===== config.mk =====
export PLATFORM = sky130hd
export DESIGN_NAME = uart_irq_arbiter
export DESIGN_NICKNAME = d
export VERILOG_FILES = /design/src/rtl/uart_irq_arbiter.sv
export SDC_FILE = /design/constraint.sdc
export NUM_CORES = 1
export LEC_CHECK = 0
export ABC_AREA = 1
export ABC_CLOCK_PERIOD_IN_PS = 800
export BUFFER_PORTS_ARGS = -buffer_cell sky130_fd_sc_hd__buf_2
export CORE_MARGIN = 8
export CORE_UTILIZATION = 29
export DETAILED_ROUTE_END_ITERATION = 6
export SLEW_MARGIN = 20
export SYNTH_ARGS = -nofsm -noshare
export SYNTH_HDL_FRONTEND = slang
export SYNTH_SLANG_ARGS = --single-unit

===== constraint.sdc =====
create_clock -name clk -period 0.8 [get_ports clk]
set_input_delay 0.2 -clock clk [delete_from_list [all_inputs] [get_ports clk]]
set_output_delay 0.2 -clock clk [all_outputs]
set_load 0.05 [all_outputs]

===== src/rtl/uart_irq_arbiter.sv =====
module uart_irq_arbiter #(
  parameter int NSRC = 5
) (
  input  logic            clk,
  input  logic            rst_n,
  input  logic            ls_req,
  input  logic            rd_req,
  input  logic            to_req,
  input  logic            thr_empty,
  input  logic            ms_req,
  input  logic [NSRC-1:0] src_en,
  input  logic            thr_wr,
  input  logic            fifo_en,
  input  logic            big_fifo,
  input  logic            stat_rd,
  output logic [7:0]      stat_o,
  output logic            irq_o
);
  localparam logic [3:0] C_LS   = 4'b0110;
  localparam logic [3:0] C_RD   = 4'b0100;
  localparam logic [3:0] C_TO   = 4'b1100;
  localparam logic [3:0] C_THR  = 4'b0010;
  localparam logic [3:0] C_MS   = 4'b0000;
  localparam logic [3:0] C_NONE = 4'b0001;

  logic            thr_prev, thr_pend;
  logic [3:0]      code;
  logic [7:0]      stat_q;
  logic [NSRC-1:0] act;

  wire thr_rise  = thr_empty & ~thr_prev;
  wire thr_taken = stat_rd & (code == C_THR);

  assign act = {ms_req, thr_pend, to_req, rd_req, ls_req} & src_en;

  always_comb begin
    if      (act[0]) code = C_LS;
    else if (act[1]) code = C_RD;
    else if (act[2]) code = C_TO;
    else if (act[3]) code = C_THR;
    else if (act[4]) code = C_MS;
    else             code = C_NONE;
  end

  wire [7:0] stat_now = {fifo_en, fifo_en, fifo_en & big_fifo, 1'b0, code};

  always_ff @(posedge clk or negedge rst_n) begin
    if (!rst_n) begin
      thr_prev <= 1'b0;
      thr_pend <= 1'b0;
      stat_q   <= 8'h01;
    end else begin
      thr_prev <= thr_empty;
      thr_pend <= thr_rise | (thr_pend & ~thr_taken & ~thr_wr);
      if (stat_rd) stat_q <= stat_now;
    end
  end

  assign stat_o = stat_q;
  assign irq_o  = |act;
endmodule



==> qor.yml <==
run_status:
  status: "finished with violations"
  violations: "negative setup slack"
global_routing:
  grt_pass1_wl_mm: 1.66
  grt_max_degree: 10
  gr-total-overflow: 0
  grt_pass1_vias: 415
  grt_antenna_before_repair: 0
  global_route.usage.total_pct: 8.27
clock_tree:
  path_clk_slew_ps: 60
  cts_max_level: 1
  max-clock-path-buffers: 2
  cts_tree: "yes"
  cts_made_buffers: 3
  worstSkewPairLatency_ps: 260
  cts.sinks: 8
  cts-root-buf: "clkbuf_4"
min_path:
  min_from: "thr_empty"
  hold_path_class: "primary input to flop"
  hold_depth: 1
floorplanning:
  boundaryPins: 25
  initial_core_util_pct: 30.4
  dieArea_um2: 2780
  num_rows: 13
  die_w_um: 52.7
  core-area_um2: 1280
  die_h_um: 52.7
sta:
  fin_worst_skew_ps: 9.91
  whs_ps: 57.5
  period_share_pct: 145
  hold_viol: 0
  layout_setup_ws_ps: -360
  rsz0062_at_grt: "yes"
  min_period_ps: 1160
  slew_viol_final: 0
  setup_viol: 10
  fmaxAchievable_ghz: 0.862
worst_setup_path:
  path_depth: 3
  regToRegStartpoint: "thr_pend"
  crit_required_ps: 600
  critPathMaxStageDelay_ps: 390
  crit_slowest_cell: "dfrtp_1"
  path_max_fanout: 2
  critical_path.top_delay_family: "flip-flops"
  worst_ep_arrival_time_ps: 960
  crit_path_start_kind: "flop"
  r2r_cells: 7
  critPathLaunch: "thr_pend"
  crit_type: "flop to primary output"
  path_buf_inv: 1
  cp-end-kind: "primary output"
  crit_chain: "nand2_2 > nand3_4 > buf_6"
routing:
  dr.pass1.iters: 4
  drt_wl_total_mm: 1.02
  via_per_inst: 4.26
  num_vias: 396
  wire_per_inst_um: 10.9
  drt_iter0_drc: 4
  post-route-drc-count: 0
  antenna_left: 0
layout:
  area_delta_synth_final_pct: 84.0
  seq_area_um2: 208
  multi_input_area_um2: 200
  nFillCells: 115
  final_core_util_pct: 55.9
  layout_commonest_cell: "buf_2"
  drive_gt1_share_pct: 66.7
  antenna_cells: 0
  finalInstanceArea_um2: 718
  final_cell_mix: "buf_2, nand2_1, buf_6"
  nets: 95
placed_design:
  portBuffers: 23
  placed_area_um2: 588
  dpl.hpwl_um: 844
  gp_congestion: 0.752
logic_synthesis:
  avgSynthCellArea_um2: 8.87
  seq_area_frac_synth_pct: 51.6
  netlist_area_um2: 390
  ys_types: 18
  ys_ff_latch: 8
  syn_nets: 60
  yosysWarnings: 0
  syn_inst: 44
power:
  power_density_nw_per_um2: 1750
  p_leak_nw: 0.363
  peakVddDrop_uv: 1050
run:
  maxCapViolCount: 0
## Yosys cell counts
master | n | area (um^2)
a31oi_1 | 1 | 6.26
buf_4 | 2 | 15.0
conb_1 | 1 | 3.75
dfrtp_1 | 7 | 175
dfstp_2 | 1 | 26.3
inv_1 | 3 | 11.3
inv_2 | 2 | 7.51
nand2_1 | 13 | 48.8
nand2_2 | 4 | 25.0
nand3_1 | 2 | 10.0
nand3_2 | 1 | 10.0
nand4_1 | 1 | 6.26
nor2_1 | 1 | 3.75
nor2_4 | 1 | 11.3
o21ai_0 | 1 | 5.00
o21ai_1 | 1 | 5.00
o21bai_1 | 1 | 7.51
o31ai_2 | 1 | 12.5
## power breakdown
| group | internal, W | switching (W) | leakage (nW) | total (W) |
|---|---|---|---|---|
| Clock | 0.000191 | 0.000141 | 0.0150 | 0.000332 |
| Sequential | 0.000449 | 0.0000273 | 0.0905 | 0.000476 |
| Combinational | 0.000186 | 0.000261 | 0.257 | 0.000447 |
## layout make-up
type,instances,area share [%]
multi-input cells,29,27.9
repair buffers,32,34.3
flip-flops and latches,8,28.9
well taps,15,2.61
inverters,5,2.61
clock buffers,4,3.66
## worst register-to-register path, cell delays in order, from the launching register on
cell and delay, ps:
dfrtp_1 360, nand2_2 80, buf_4 140, buf_6 100, inv_2 40, nand4_1 60
o21bai_1 150, nand2_1 60
## kinds of logic (layout without fill, tap and decap cells)
| family | Yosys count | in the layout | synth area share (%) |
|---|---|---|---|
| other | 1 | 1 | 0.961 |
| AOI/OAI and AO/OA | 5 | 5 | 9.29 |
| buffers and inverters | 7 | 41 | 8.65 |
| DFF | 8 | 8 | 51.6 |
| and+or+nand+nor | 23 | 23 | 29.5 |
## state kept, by name, indices dropped and copies added, names as in the netlist
signal,count
stat_o,6
thr_pend,1
thr_prev,1
## repair_timing
item	CTS	global route
pin swaps	0	3
endpoints found under the setup margin	10	12
hold buffers	1	0
setup buffers	2	2
hold endpoints to repair	7	0
resized for setup	18	3
## final timing paths
| path | endpoint | slack [ps] |
|---|---|---|
| min reg2reg | thr_pend | 470 |
| min | thr_prev | 60 |
| max | irq_o | -360 |
| max reg2reg | thr_pend | -310 |
| min in group asynchronous | thr_pend | 310 |
| max in group asynchronous | stat_o[0] | 240 |
## per-layer routing
layer | up-vias | share of wire, % | GRT usage (%) | routed length (um)
met2 | 12 | 54 | 13.2 | 547
met4 | 0 | 0.79 | 3.88 | 8
met1 | 179 | 37 | 7.79 | 373
met5 | - | 0 | 0 | 0
met3 | 2 | 8.5 | 5.97 | 86
li1 | 203 | - | - | -
## stage by stage
| stage | total power (W) | TNS, ps | setup WS [ps] | instances |
|---|---|---|---|---|
| finish | 0.00125 | -2520 | -360 | 93 |
| global route | 0.00132 | -2920 | -406 | 93 |
| CTS | 0.00127 | -2430 | -371 | 91 |
| detailed placement | 0.000840 | -742 | -270 | 84 |
| global placement | 0.000833 | -605 | -262 | 84 |
| floorplan | 0.000728 | -274 | -106 | 44 |
No activity file was read; power rests on OpenSTA's default activity.
